===== src/rtl/pp_dma_pkg.sv =====
package pp_dma_pkg;
  localparam int REG_W   = 32;
  localparam int AHI_W   = 4;
  localparam int OFS_W   = 5;
  localparam int NBUF    = 2;
  localparam int AHI_LO  = 16;
  localparam int MEM_AW  = REG_W + AHI_W;

  localparam logic [OFS_W-1:0] OFS_MODE_SET = 5'h00;
  localparam logic [OFS_W-1:0] OFS_MODE_CLR = 5'h04;
  localparam logic [OFS_W-1:0] OFS_DEV      = 5'h08;
  localparam logic [OFS_W-1:0] OFS_START0   = 5'h0C;
  localparam logic [OFS_W-1:0] OFS_COUNT0   = 5'h10;
  localparam logic [OFS_W-1:0] OFS_START1   = 5'h14;
  localparam logic [OFS_W-1:0] OFS_COUNT1   = 5'h18;

  localparam int B_EN0   = 0;
  localparam int B_DONE0 = 1;
  localparam int B_EN1   = 2;
  localparam int B_DONE1 = 3;
  localparam int B_ACT   = 4;
  localparam int B_GO    = 5;
  localparam int B_HALT  = 6;
  localparam int B_IE    = 7;
  localparam int B_WID   = 9;
  localparam int B_DIR   = 12;
  localparam int B_DHI   = 20;

  localparam logic [REG_W-1:0] MODE_WMASK = 32'h00FF_BFAF;

  typedef enum logic [1:0] {
    WID_BYTE = 2'd0,
    WID_HALF = 2'd1,
    WID_WORD = 2'd2,
    WID_RSVD = 2'd3
  } wid_e;

  function automatic logic [2:0] beat_bytes(input logic [1:0] wid);
    if (wid == WID_BYTE)      return 3'd1;
    else if (wid == WID_HALF) return 3'd2;
    else                      return 3'd4;
  endfunction

  function automatic logic [OFS_W-1:0] start_ofs(input int idx);
    return (idx == 0) ? OFS_START0 : OFS_START1;
  endfunction

  function automatic logic [OFS_W-1:0] count_ofs(input int idx);
    return (idx == 0) ? OFS_COUNT0 : OFS_COUNT1;
  endfunction

  function automatic int en_pos(input logic idx);
    return idx ? B_EN1 : B_EN0;
  endfunction

  function automatic int done_pos(input logic idx);
    return idx ? B_DONE1 : B_DONE0;
  endfunction
endpackage


===== src/rtl/pp_dma_buf.sv =====
module pp_dma_buf
  import pp_dma_pkg::*;
#(
  parameter int CNT_W = 16
) (
  input  logic             clk,
  input  logic             rst_n,
  input  logic             start_we,
  input  logic             count_we,
  input  logic [REG_W-1:0] wdata,
  input  logic             adv,
  input  logic [2:0]       step,
  output logic [REG_W-1:0] start_q,
  output logic [CNT_W-1:0] count_q,
  output logic [AHI_W-1:0] ahi_q
);
  always_ff @(posedge clk) begin
    if (!rst_n) begin
      start_q <= '0;
      count_q <= '0;
      ahi_q   <= '0;
    end else begin
      if (start_we)  start_q <= wdata;
      else if (adv)  start_q <= start_q + REG_W'(step);
      if (count_we) begin
        count_q <= wdata[CNT_W-1:0];
        ahi_q   <= wdata[AHI_LO +: AHI_W];
      end else if (adv) begin
        count_q <= count_q - CNT_W'(1);
      end
    end
  end

  assert_no_underflow_R5: assert property (@(posedge clk) disable iff (!rst_n)
    adv && !count_we |-> count_q != '0);
endmodule


===== src/rtl/pp_dma_mode.sv =====
module pp_dma_mode
  import pp_dma_pkg::*;
(
  input  logic             clk,
  input  logic             rst_n,
  input  logic             set_we,
  input  logic             clr_we,
  input  logic [REG_W-1:0] wdata,
  input  logic             finish,
  output logic [REG_W-1:0] mode_q,
  output logic             act_q
);
  logic [REG_W-1:0] hw_nxt;
  logic [REG_W-1:0] nxt;

  always_comb begin
    hw_nxt = mode_q;
    if (finish) begin
      hw_nxt[en_pos(act_q)]   = 1'b0;
      hw_nxt[done_pos(act_q)] = 1'b1;
    end
    nxt = hw_nxt;
    if (set_we) nxt = nxt | (wdata & MODE_WMASK);
    if (clr_we) nxt = nxt & ~(wdata & MODE_WMASK);
    nxt = nxt & MODE_WMASK;
  end

  always_ff @(posedge clk) begin
    if (!rst_n) begin
      mode_q <= '0;
      act_q  <= 1'b0;
    end else begin
      mode_q <= nxt;
      if (finish) act_q <= !act_q;
    end
  end

  assert_done_cause_R6: assert property (@(posedge clk) disable iff (!rst_n)
    $rose(mode_q[B_DONE0]) |-> $past(finish && !act_q) || $past(set_we && wdata[B_DONE0]));

  assert_act_flip_R6: assert property (@(posedge clk) disable iff (!rst_n)
    !$stable(act_q) |-> $past(finish));
endmodule


===== src/rtl/pp_dma_seq.sv =====
module pp_dma_seq (
  input  logic clk,
  input  logic rst_n,
  input  logic go,
  input  logic cur_en,
  input  logic cur_zero,
  input  logic cur_one,
  input  logic periph_req,
  input  logic gnt,
  output logic pend_q,
  output logic beat_done,
  output logic finish,
  output logic halted
);
  logic issue;
  logic empty_done;

  assign issue      = go && cur_en && !cur_zero && periph_req && !pend_q;
  assign beat_done  = pend_q && gnt;
  assign empty_done = go && cur_en && cur_zero && !pend_q;
  assign finish     = (beat_done && cur_one) || empty_done;
  assign halted     = !go && !pend_q;

  always_ff @(posedge clk) begin
    if (!rst_n)         pend_q <= 1'b0;
    else if (issue)     pend_q <= 1'b1;
    else if (beat_done) pend_q <= 1'b0;
  end

  assert_halt_stops_R8: assert property (@(posedge clk) disable iff (!rst_n)
    !go && !pend_q |=> !pend_q);

  assert_zero_nobeat_R7: assert property (@(posedge clk) disable iff (!rst_n)
    empty_done |=> !pend_q);
endmodule


===== src/rtl/pp_dma_chan.sv =====
module pp_dma_chan
  import pp_dma_pkg::*;
#(
  parameter int CNT_W = 16
) (
  input  logic              clk,
  input  logic              rst_n,
  input  logic              reg_we,
  input  logic [OFS_W-1:0]  reg_addr,
  input  logic [REG_W-1:0]  reg_wdata,
  output logic [REG_W-1:0]  reg_rdata,
  input  logic              periph_req,
  output logic              xfer_req,
  input  logic              xfer_gnt,
  output logic [MEM_AW-1:0] xfer_mem_addr,
  output logic [MEM_AW-1:0] xfer_dev_addr,
  output logic [1:0]        xfer_width,
  output logic              xfer_dir,
  output logic              irq
);
  logic [REG_W-1:0] mode_q;
  logic             act_q;
  logic [REG_W-1:0] dev_q;
  logic             pend_q, beat_done, finish, halted;
  logic [2:0]       step;
  logic             cur_en;
  logic [CNT_W-1:0] cur_cnt;
  logic [REG_W-1:0] mode_view;

  logic [REG_W-1:0] b_start [NBUF];
  logic [CNT_W-1:0] b_count [NBUF];
  logic [AHI_W-1:0] b_ahi   [NBUF];

  assign step = beat_bytes(mode_q[B_WID +: 2]);

  pp_dma_mode u_mode (
    .clk    (clk),
    .rst_n  (rst_n),
    .set_we (reg_we && reg_addr == OFS_MODE_SET),
    .clr_we (reg_we && reg_addr == OFS_MODE_CLR),
    .wdata  (reg_wdata),
    .finish (finish),
    .mode_q (mode_q),
    .act_q  (act_q)
  );

  for (genvar g = 0; g < NBUF; g++) begin : g_buf
    pp_dma_buf #(.CNT_W(CNT_W)) u_buf (
      .clk      (clk),
      .rst_n    (rst_n),
      .start_we (reg_we && reg_addr == start_ofs(g)),
      .count_we (reg_we && reg_addr == count_ofs(g)),
      .wdata    (reg_wdata),
      .adv      (beat_done && (act_q == 1'(g))),
      .step     (step),
      .start_q  (b_start[g]),
      .count_q  (b_count[g]),
      .ahi_q    (b_ahi[g])
    );
  end

  assign cur_en  = mode_q[en_pos(act_q)];
  assign cur_cnt = b_count[act_q];

  pp_dma_seq u_seq (
    .clk        (clk),
    .rst_n      (rst_n),
    .go         (mode_q[B_GO]),
    .cur_en     (cur_en),
    .cur_zero   (cur_cnt == '0),
    .cur_one    (cur_cnt == CNT_W'(1)),
    .periph_req (periph_req),
    .gnt        (xfer_gnt),
    .pend_q     (pend_q),
    .beat_done  (beat_done),
    .finish     (finish),
    .halted     (halted)
  );

  always_ff @(posedge clk) begin
    if (!rst_n)                             dev_q <= '0;
    else if (reg_we && reg_addr == OFS_DEV) dev_q <= reg_wdata;
  end

  always_comb begin
    mode_view         = mode_q;
    mode_view[B_ACT]  = act_q;
    mode_view[B_HALT] = halted;
  end

  always_comb begin
    case (reg_addr)
      OFS_MODE_SET: reg_rdata = mode_view;
      OFS_DEV:      reg_rdata = dev_q;
      OFS_START0:   reg_rdata = b_start[0];
      OFS_COUNT0:   reg_rdata = {12'd0, b_ahi[0], 16'(b_count[0])};
      OFS_START1:   reg_rdata = b_start[1];
      OFS_COUNT1:   reg_rdata = {12'd0, b_ahi[1], 16'(b_count[1])};
      default:      reg_rdata = '0;
    endcase
  end

  assign xfer_req      = pend_q;
  assign xfer_mem_addr = {b_ahi[act_q], b_start[act_q]};
  assign xfer_dev_addr = {mode_q[B_DHI +: AHI_W], dev_q};
  assign xfer_width    = mode_q[B_WID +: 2];
  assign xfer_dir      = mode_q[B_DIR];
  assign irq           = mode_q[B_IE] && (mode_q[B_DONE0] || mode_q[B_DONE1]);

  assert_req_hold_R4: assert property (@(posedge clk) disable iff (!rst_n)
    xfer_req && !xfer_gnt && !reg_we |=> xfer_req && $stable(xfer_mem_addr));

  assert_req_cause_R11: assert property (@(posedge clk) disable iff (!rst_n)
    $rose(xfer_req) |-> $past(periph_req) && $past(mode_q[B_GO]));

  assert_halt_wait_R8: assert property (@(posedge clk) disable iff (!rst_n)
    $rose(mode_view[B_HALT]) |-> !$past(xfer_req) || $past(xfer_gnt));
endmodule


===== config.mk =====
export PLATFORM = sky130hd
export DESIGN_NAME = pp_dma_chan
export DESIGN_NICKNAME = d
export VERILOG_FILES = /design/src/rtl/pp_dma_pkg.sv /design/src/rtl/pp_dma_buf.sv /design/src/rtl/pp_dma_mode.sv /design/src/rtl/pp_dma_seq.sv /design/src/rtl/pp_dma_chan.sv
export SDC_FILE = /design/constraint.sdc
export NUM_CORES = 1
export LEC_CHECK = 0
export BUFFER_PORTS_ARGS = -buffer_cell sky130_fd_sc_hd__buf_2
export CAP_MARGIN = 0
export CELL_PAD_IN_SITES_DETAIL_PLACEMENT = 0
export CELL_PAD_IN_SITES_GLOBAL_PLACEMENT = 1
export CORE_AREA = 2 2 164 166
export CTS_CLUSTER_SIZE = 10
export DETAILED_ROUTE_END_ITERATION = 16
export DIE_AREA = 0 0 166 168
export HOLD_SLACK_MARGIN = 0.15
export PLACE_DENSITY_LB_ADDON = 0.2
export REMOVE_ABC_BUFFERS = 1
export SLEW_MARGIN = 20
export SYNTH_ARGS = -nofsm -noshare
export SYNTH_HDL_FRONTEND = slang
export SYNTH_HIERARCHICAL = 1
export SYNTH_SLANG_ARGS = --single-unit

===== constraint.sdc =====
create_clock -name clk -period 3.25 [get_ports clk]
set_input_delay 0.4875 -clock clk [delete_from_list [all_inputs] [get_ports clk]]
set_output_delay 0.4875 -clock clk [all_outputs]
set_load 0.01 [all_outputs]

==> impl_results.md, run 1 <==
* Final Cycle Share at 86.2%
* Setup TNS at 0 ns
* Commonest non-fill, non-tap cell in the layout: dfxtp_1
* Vias per cell at 5.95
* Fin cells at 1706
* Die X at 166 µm
* Std-Cell Core Area at 26400 µm²
* Reg clk slew, reported paths at 0.08 ns
* WL final at 37.7 mm
* Drt pass-1 iters at 7
* Worst path arrival time at 2.31 ns
* Register-to-register path setup slack at 0.46 ns
* CP bufs+invs at 3
* DRC at 0
* Antenna viol nets, final at 0
* Hold slack at 0.295 ns
* Post-CTS sizing at 0
* Sw Ratio at 27.8%
* Synth Cell Area at 10100 µm²
* Wirelength per Cell at 22.1 µm
* Crit path max-delay cell type: or4_1
* Routed via count at 10.1k
* Total power at 4.44 mW
* Status: finished clean
* Type of the worst min-delay path: input pin to register
* Placed Area at 11100 µm²
* CP Data Required Time at 2.76 ns
* H-tree depth at 4
* First-pass GRT wire length at 56.9 mm
* CP endpoint kind: output port
* CP Max Fanout at 30
* Max Clk Rate at 357 MHz
* Final Skew at 0.0166 ns
* Part of the power in combinational logic at 8.1%
* Placed wire-length estimate at 26.7 mm
* Critical path class: input pin to output port
* IO buf count at 150
* Post-CTS setup buffer count at 0
* Syn avg cell area at 8.20 µm²
* Layout area overhead at 16.6%
* Maximum Capacitance Violations at 0
* Share of layout cells above drive strength 1 at 22.2%
* Switching pwr at 1.23 mW
* Clk_lat worst skew at 0.44 ns
* Worst Tran Pin Value at 0.792 ns
* CP cell instances: buf_2 > or4_1 > buf_4 > nor2_2 > a221o_1 > buf_2
* Internal Power at 3.21 mW
* Slew headroom at 47.2%
* Die H at 168 µm
* Hold buffers post-CTS at 0
* Most used cell, CP: buf_2
* CTS max path bufs at 2
* Gr usage total at 26.3%
* Pleak at 4.60 nW
* Placed Instances at 1671
* Root Buffer: clkbuf_16
* Setup crit start kind: input pin
* Worst path top cell family by delay: simple AND/OR/NAND/NOR gates
* Die area at 27900 µm²
* Clock tree sinks at 159
* Pins Over Slew Limit at 0
* Number of buffers created by CTS at 17
* Post-Syn Instances at 1227
* Drt initial violations at 819
* Design Area, Final at 11700 µm²
* Syn. warnings at 6
* Sequential share of power at 45.4%
* TritonCTS clock tree: built
* PwrDens at 379 nW/µm²
* Commonest cells after routing, fill and taps aside: dfxtp_1, buf_2, nand2_1, mux2i_1, nor2_1
* Initial Util at 38.2%
* Peak VDD IR at 346 µV
* Rows at 60
* GP Congestion at 0.907
* Largest stage delay, worst path at 0.54 ns
* Layout Nets at 1401
* Vias in the first global route at 9162
* Largest net degree at the start of global routing at 56
* Top-Level Pins at 151
* Setup-failing EPs final at 0
* Minimum clock period at 2.80 ns
* Global route overflow at 0
* Initial antenna violation count at 3
* Clk pwr share at 46.5%
* Hold Vio Cnt, Final at 0
* Unrepaired setup endpoints after global routing: false
## through the flow
step | utilization [%] | setup slack (ns)
2_1_floorplan | - | -0.431
3_3_place_gp | 42.3 | 0.475
3_5_place_dp | 42.3 | 0.473
4_1_cts | 44.5 | 0.473
5_1_grt | 44.5 | 0.251
6_report | 44.5 | 0.450
## routing by layer
metal  vias to the layer above  wire length (µm)  part of all wire, %  global-route usage, %
li1                       4822                 -                    -                      -
met1                      4936             17000                   45                   35.0
met2                       330             17700                   47                   43.4
met3                        59              1930                  5.1                   3.78
met4                         0              1070                  2.8                   10.0
met5                         -                 0                    0                      0
## power by group through the flow
stage | Clock [mW] | Sequential [mW] | Combinational, mW
3_5_place_dp | 0 | 2.06 | 0.357
2_1_floorplan | 0 | 2.05 | 0.161
6_report | 2.06 | 2.02 | 0.359
3_3_place_gp | 0 | 2.06 | 0.355
5_1_grt | 2.17 | 2.02 | 0.391
4_1_cts | 2.09 | 2.02 | 0.358
## layout make-up
| class | count | area (µm²) |
|---|---|---|
| fillers | 2673 | 14600 |
| flip-flops and latches | 159 | 3180 |
| multi-input cells | 948 | 6310 |
| diodes | 3 | 7.51 |
| clock inverters | 14 | 145 |
| inverters | 27 | 101 |
| well taps | 341 | 427 |
| clock buffers | 18 | 439 |
| repair buffers | 196 | 1110 |
## worst reg2reg max path: stages (launching register included)
cell and delay [ns]:
dfxtp_1 0.48, nor2b_1 0.43, fa_1 0.30, a21oi_1 0.09
buf_4 0.17, or3_1 0.51, or4_1 0.57, a31oi_1 0.16
## final timing paths
check | from | endpoint | cells past startpoint
setup reg to reg | u_mode/mode_q[9] | g_buf[0].u_buf/start_q[22] | 7
setup / recovery | reg_addr[4] | reg_rdata[19] | 6
hold / removal | periph_req | u_seq/pend_q | 3
hold reg to reg | dev_q[25] | dev_q[25] | 2
## state kept, by name, summed over array words and instances, names as in the netlist
| name | count |
|---|---|
| g_buf.u_buf/start_q | 64 |
| dev_q | 32 |
| g_buf.u_buf/count_q | 32 |
| u_mode/mode_q | 21 |
| g_buf.u_buf/ahi_q | 8 |
| u_mode/act_q | 1 |
| u_seq/pend_q | 1 |
(Power assumes the default switching activity.)
==> inputs of run 2 (changes only) <==
--- a/config.mk
+++ b/config.mk
@@ -9,10 +9,10 @@
 export CAP_MARGIN = 0
 export CELL_PAD_IN_SITES_DETAIL_PLACEMENT = 0
 export CELL_PAD_IN_SITES_GLOBAL_PLACEMENT = 1
-export CORE_AREA = 2 2 164 166
+export CORE_AREA = 2 2 117 233
 export CTS_CLUSTER_SIZE = 10
 export DETAILED_ROUTE_END_ITERATION = 16
-export DIE_AREA = 0 0 166 168
+export DIE_AREA = 0 0 119 235
 export HOLD_SLACK_MARGIN = 0.15
 export PLACE_DENSITY_LB_ADDON = 0.2
 export REMOVE_ABC_BUFFERS = 1
==> constraint.sdc (replaced) <==
create_clock -name clk -period 3.5 [get_ports clk]
set_input_delay 0.525 -clock clk [delete_from_list [all_inputs] [get_ports clk]]
set_output_delay 0.525 -clock clk [all_outputs]
set_load 0.01 [all_outputs]
==> run 2 against run 1 <==
Against the previous run:
- via count rose by 1.5%
- worst setup slack got worse by 0.12 ns
- design area about the same
- flip-flop and latch count stayed put
- die area is 0.28% higher
- total power down 4.4%
- worst hold slack gained 0.028 ns
==> impl_results.md, run 2 (synthesized netlist as in run 1, its figures left out) <==
* Final WS setup at 0.334 ns
* Worst Tran Pin Value at 1.10 ns
* Setup crit start kind: input pin
* Largest stage delay, worst path at 1.06 ns
* Worst r2r path cells at 7
* Fillers at 2660
* Pins Over Slew Limit at 0
* Die H at 235 µm
* Placed wire-length estimate at 29.2 mm
* TritonCTS clock tree: built
* Sequential share of power at 44.3%
* Post-CTS setup buffer count at 0
* Slew headroom at 26.5%
* Final Util at 44.8%
* Final Cycle Share at 90.5%
* Pre-CTS setup slack at 0.361 ns
* Routed via count at 10.3k
* Share of layout cells above drive strength 1 at 21.6%
* WL final at 40.5 mm
* PwrDens at 362 nW/µm²
* Layout area overhead at 16.5%
* H-tree depth at 4
* Most used cell, CP: buf_2
* Drt initial violations at 786
* Minimum clock period at 3.17 ns
* Wirelength per Cell at 23.8 µm
* CP Data Required Time at 2.97 ns
* Type of the worst min-delay path: input pin to register
* Peak VDD IR at 252 µV
* DRC at 0
* Hold buffers post-CTS at 0
* Setup-failing EPs final at 0
* Die area at 28000 µm²
* Layout Nets at 1395
* Status: finished clean
* Largest net degree at the start of global routing at 58
* Initial antenna violation count at 1
* GP Congestion at 0.910
* Std-Cell Core Area at 26200 µm²
* First-pass GRT wire length at 59.8 mm
* Reg clk slew, reported paths at 0.06 ns
* Largest Register: g_buf.u_buf/start_q
* Root Buffer: clkbuf_16
* IO buf count at 150
* Gr usage total at 28.2%
* CP endpoint kind: output port
* Internal Power at 3.18 mW
* Clock tree sinks at 159
* Initial Util at 38.4%
* Rows at 84
* Area of the multi-input gates at 6310 µm²
* Post-CTS sizing at 0
* Antenna viol nets, final at 0
* Final Skew at 0.0106 ns
* Flip-flop and latch area at 3180 µm²
* Sw Ratio at 25.0%
* Global route overflow at 0
* Worst hold path depth at 3
* CTS max path bufs at 2
* Max Clk Rate at 316 MHz
* Hold Vio Cnt, Final at 0
* Maximum Capacitance Violations at 0
* Drt pass-1 iters at 5
* Vias per cell at 6.06
* Max reg flops at 64
* Critical path class: input pin to output port
* Number of buffers created by CTS at 17
* Pleak at 4.59 nW
* CP cell instances: buf_2 > or4_1 > o32ai_1 > a211o_1 > buf_2
* Part of the power in combinational logic at 8.0%
* Clk pwr share at 47.7%
* Clk_lat worst skew at 0.45 ns
* CP Max Fanout at 21
* Leading registers by flop count: g_buf.u_buf/start_q (64), dev_q (32), g_buf.u_buf/count_q (32)
* Total power at 4.25 mW
* Unrepaired setup endpoints after global routing: false
* Commonest cells after routing, fill and taps aside: dfxtp_1, buf_2, nand2_1, mux2i_1, nor2_1
* Top-Level Pins at 151
* Die X at 119 µm
* Vias in the first global route at 9715
* Hold slack at 0.323 ns
* Crit path max-delay cell type: or4_1
* Commonest non-fill, non-tap cell in the layout: dfxtp_1
* Switching pwr at 1.06 mW
* Worst path arrival time at 2.64 ns
-- run 2: critical path: cells and delay by family --
family                 cells  cell delay (ns)
AND/OR/NAND/NOR            1             1.06
buffers and inverters      2             0.35
AO/OA/AOI/OAI              2             0.71
-- run 2: stage by stage --
stage | instance area, µm² | instances | setup TNS, ns
finish | 11700 | 1700 | 0
global route | 11700 | 1700 | 0
CTS | 11700 | 1699 | 0
detailed placement | 11100 | 1668 | 0
global placement | 11100 | 1668 | 0
floorplan | 9570 | 1134 | -4.19
-- run 2: cell type report --
class | instances | share of cell area [%]
diodes | 1 | 0.0214
inverters | 27 | 0.865
clock buffers | 26 | 4.43
multi-input cells | 948 | 53.9
flip-flops and latches | 159 | 27.2
well taps | 344 | 3.67
clock inverters | 5 | 0.854
repair buffers | 190 | 9.10
-- run 2: metal layers --
metal / part of all wire (%) / track usage, % / vias up
met5: 0 / 0 / -
met4: 5.3 / 14.3 / 0
met3: 4.2 / 4.25 / 93
met2: 52 / 51.8 / 360
met1: 38 / 30.9 / 5045
li1: - / - / 4802
-- run 2: worst paths after layout --
path                     from  slack [ns]                          to
max               reg_addr[4]        0.33                reg_rdata[5]
min                periph_req        0.32                u_seq/pend_q
max reg2reg  u_mode/mode_q[9]        0.54  g_buf[0].u_buf/start_q[22]
min reg2reg         dev_q[22]        0.47                   dev_q[22]
-- run 2: power by group through the flow --
stage	clock network (mW)	logic [mW]	registers [mW]
finish	2.03	0.338	1.88
global route	2.12	0.362	1.88
CTS	2.05	0.333	1.88
detailed placement	0	0.332	1.92
global placement	0	0.330	1.92
floorplan	0	0.150	1.90
==> inputs of run 3 (changes only) <==
--- a/config.mk
+++ b/config.mk
@@ -7,8 +7,6 @@
 export LEC_CHECK = 0
 export BUFFER_PORTS_ARGS = -buffer_cell sky130_fd_sc_hd__buf_2
 export CAP_MARGIN = 0
-export CELL_PAD_IN_SITES_DETAIL_PLACEMENT = 0
-export CELL_PAD_IN_SITES_GLOBAL_PLACEMENT = 1
 export CORE_AREA = 2 2 117 233
 export CTS_CLUSTER_SIZE = 10
 export DETAILED_ROUTE_END_ITERATION = 16
==> run 3 against run 2 <==
Against the previous run:
- fmax grew 9.3%
- sequential power about the same
- clock power is 2% higher
- global-route usage shrank 0.39 points
- clock skew up 0.00054 ns
- total power is 0.99% higher
- design area grew 0.47%
- highest routed layer unchanged
==> impl_results.md, run 3 (synthesized netlist as in run 1, its figures left out) <==
* Clk pwr share at 48.3%
* Switching pwr at 1.05 mW
* Layout area overhead at 17.0%
* Hold slack at 0.346 ns
* Hold buffers post-CTS at 0
* Root Buffer: clkbuf_16
* Top-Level Pins at 151
* Unrepaired setup endpoints after global routing: false
* First-pass GRT wire length at 59.6 mm
* Peak VDD IR at 334 µV
* Largest stage delay, worst path at 0.57 ns
* GP Congestion at 0.923
* Worst path top cell family by delay: simple AND/OR/NAND/NOR gates
* Pins Over Slew Limit at 0
* Std-Cell Core Area at 26200 µm²
* Part of the power in combinational logic at 7.9%
* PwrDens at 364 nW/µm²
* Worst Tran Pin Value at 1.03 ns
* Rows at 84
* Vias per cell at 6.01
* Met2 Usage GRT at 50.8%
* Final WS setup at 0.603 ns
* Largest Register: g_buf.u_buf/start_q
* Sequential share of power at 43.8%
* Pleak at 4.60 nW
* Routed via count at 10.3k
* Final Cycle Share at 82.8%
* Fillers at 2649
* Design Area, Final at 11800 µm²
* Die H at 235 µm
* DRC at 0
* Leading registers by flop count: g_buf.u_buf/start_q (64), dev_q (32), g_buf.u_buf/count_q (32)
* Critical path class: register to register
* Drt initial violations at 715
* Setup crit start kind: register
* Gr usage total at 27.8%
* Placed wire-length estimate at 29.0 mm
* GRT busiest layer: met2
* Internal Power at 3.23 mW
* Setup-failing EPs final at 0
* Clock tree sinks at 159
* Crit path max-delay cell type: or4_1
* Post-CTS sizing at 0
* CTS max path bufs at 2
* Reg clk slew, reported paths at 0.07 ns
* Hold Vio Cnt, Final at 0
* Max Clk Rate at 345 MHz
* Commonest cells after routing, fill and taps aside: dfxtp_1, buf_2, nand2_1, mux2i_1, nor2_1
* Final Skew at 0.0111 ns
* Number of buffers created by CTS at 17
* Share of layout cells above drive strength 1 at 21.9%
* Global route overflow at 0
* CP Data Required Time at 3.87 ns
* Vias in the first global route at 10.1k
* Post-CTS setup buffer count at 0
* Antenna viol nets, final at 0
* Met1 Use GR at 29.5%
* Worst path arrival time at 3.26 ns
* Die X at 119 µm
* Minimum clock period at 2.90 ns
* WL final at 39.5 mm
* Drt pass-1 iters at 5
* CP Max Fanout at 12
* CP endpoint kind: register
* TritonCTS clock tree: built
* Wirelength per Cell at 23.1 µm
* Grt met3 use at 3.76%
* Max reg flops at 64
* H-tree depth at 4
* Pre-CTS setup slack at 0.630 ns
* Total power at 4.29 mW
* Clk_lat worst skew at 0.45 ns
* CP cell instances: nor2b_1 > fa_1 > a21oi_1 > buf_4 > or3_1 > or4_1 > a31oi_1
* Sw Ratio at 24.6%
* Status: finished clean
* Type of the worst min-delay path: input pin to register
* Die area at 28000 µm²
* Placed Area at 11100 µm²
* CP bufs+invs at 1
* Maximum Capacitance Violations at 0
* Slew headroom at 30.4%
* Initial Util at 38.4%
* Initial antenna violation count at 5
* Final Util at 45.0%
* Commonest non-fill, non-tap cell in the layout: dfxtp_1
* Largest net degree at the start of global routing at 82
* IO buf count at 150
* Layout Nets at 1399
[run 3: cell types whose count changed in the layout (fill, tap and decap cells not counted), sizes merged]
cell      change
bufinv        +2
buf           +4
clkinvlp      +3
clkbuf        -5
diode         +3
[run 3: cell type report]
type	instances	area (µm²)	share of cell area, %
tap	344	430	3.66
sequential	159	3180	27.1
timing repair buffer	194	1100	9.31
multi-input combinational	948	6310	53.6
clock inverter	10	186	1.58
inverter	27	101	0.861
antenna	4	10.0	0.0850
clock buffer	21	450	3.83
[run 3: power by group through the flow]
stage          Combinational, mW  Sequential [mW]  Clock [mW]
2_1_floorplan              0.150             1.90           0
3_3_place_gp               0.328             1.92           0
3_5_place_dp               0.332             1.92           0
4_1_cts                    0.333             1.88        2.11
5_1_grt                    0.363             1.88        2.17
6_report                   0.338             1.88        2.07
[run 3: per-stage QoR]
stage | TNS (ns) | cells
after global placement | 0 | 1672
after CTS | 0 | 1703
after detailed placement | 0 | 1672
final | 0 | 1707
after global routing | 0 | 1707
after floorplan | -4.19 | 1134
[run 3: final timing paths]
check,slack [ns],start,endpoint,cells after the start
setup reg to reg,0.60,u_mode/mode_q[9],g_buf[0].u_buf/start_q[16],7
hold reg to reg,0.47,dev_q[24],dev_q[24],2
hold / removal,0.35,reg_wdata[24],dev_q[24],3
setup / recovery,0.60,u_mode/mode_q[9],g_buf[0].u_buf/start_q[16],7
[run 3: layer usage]
metal,part of all wire (%),vias up,wire length [µm]
met5,0,-,0
li1,-,4807,-
met4,6.1,0,2420
met2,53,380,20800
met3,4.7,114,1840
met1,36,4954,14400
[run 3: worst min-delay path, cell delays in order]
cell     delay [ns]
buf_2          0.11
nand2_1        0.05
mux2i_1        0.05
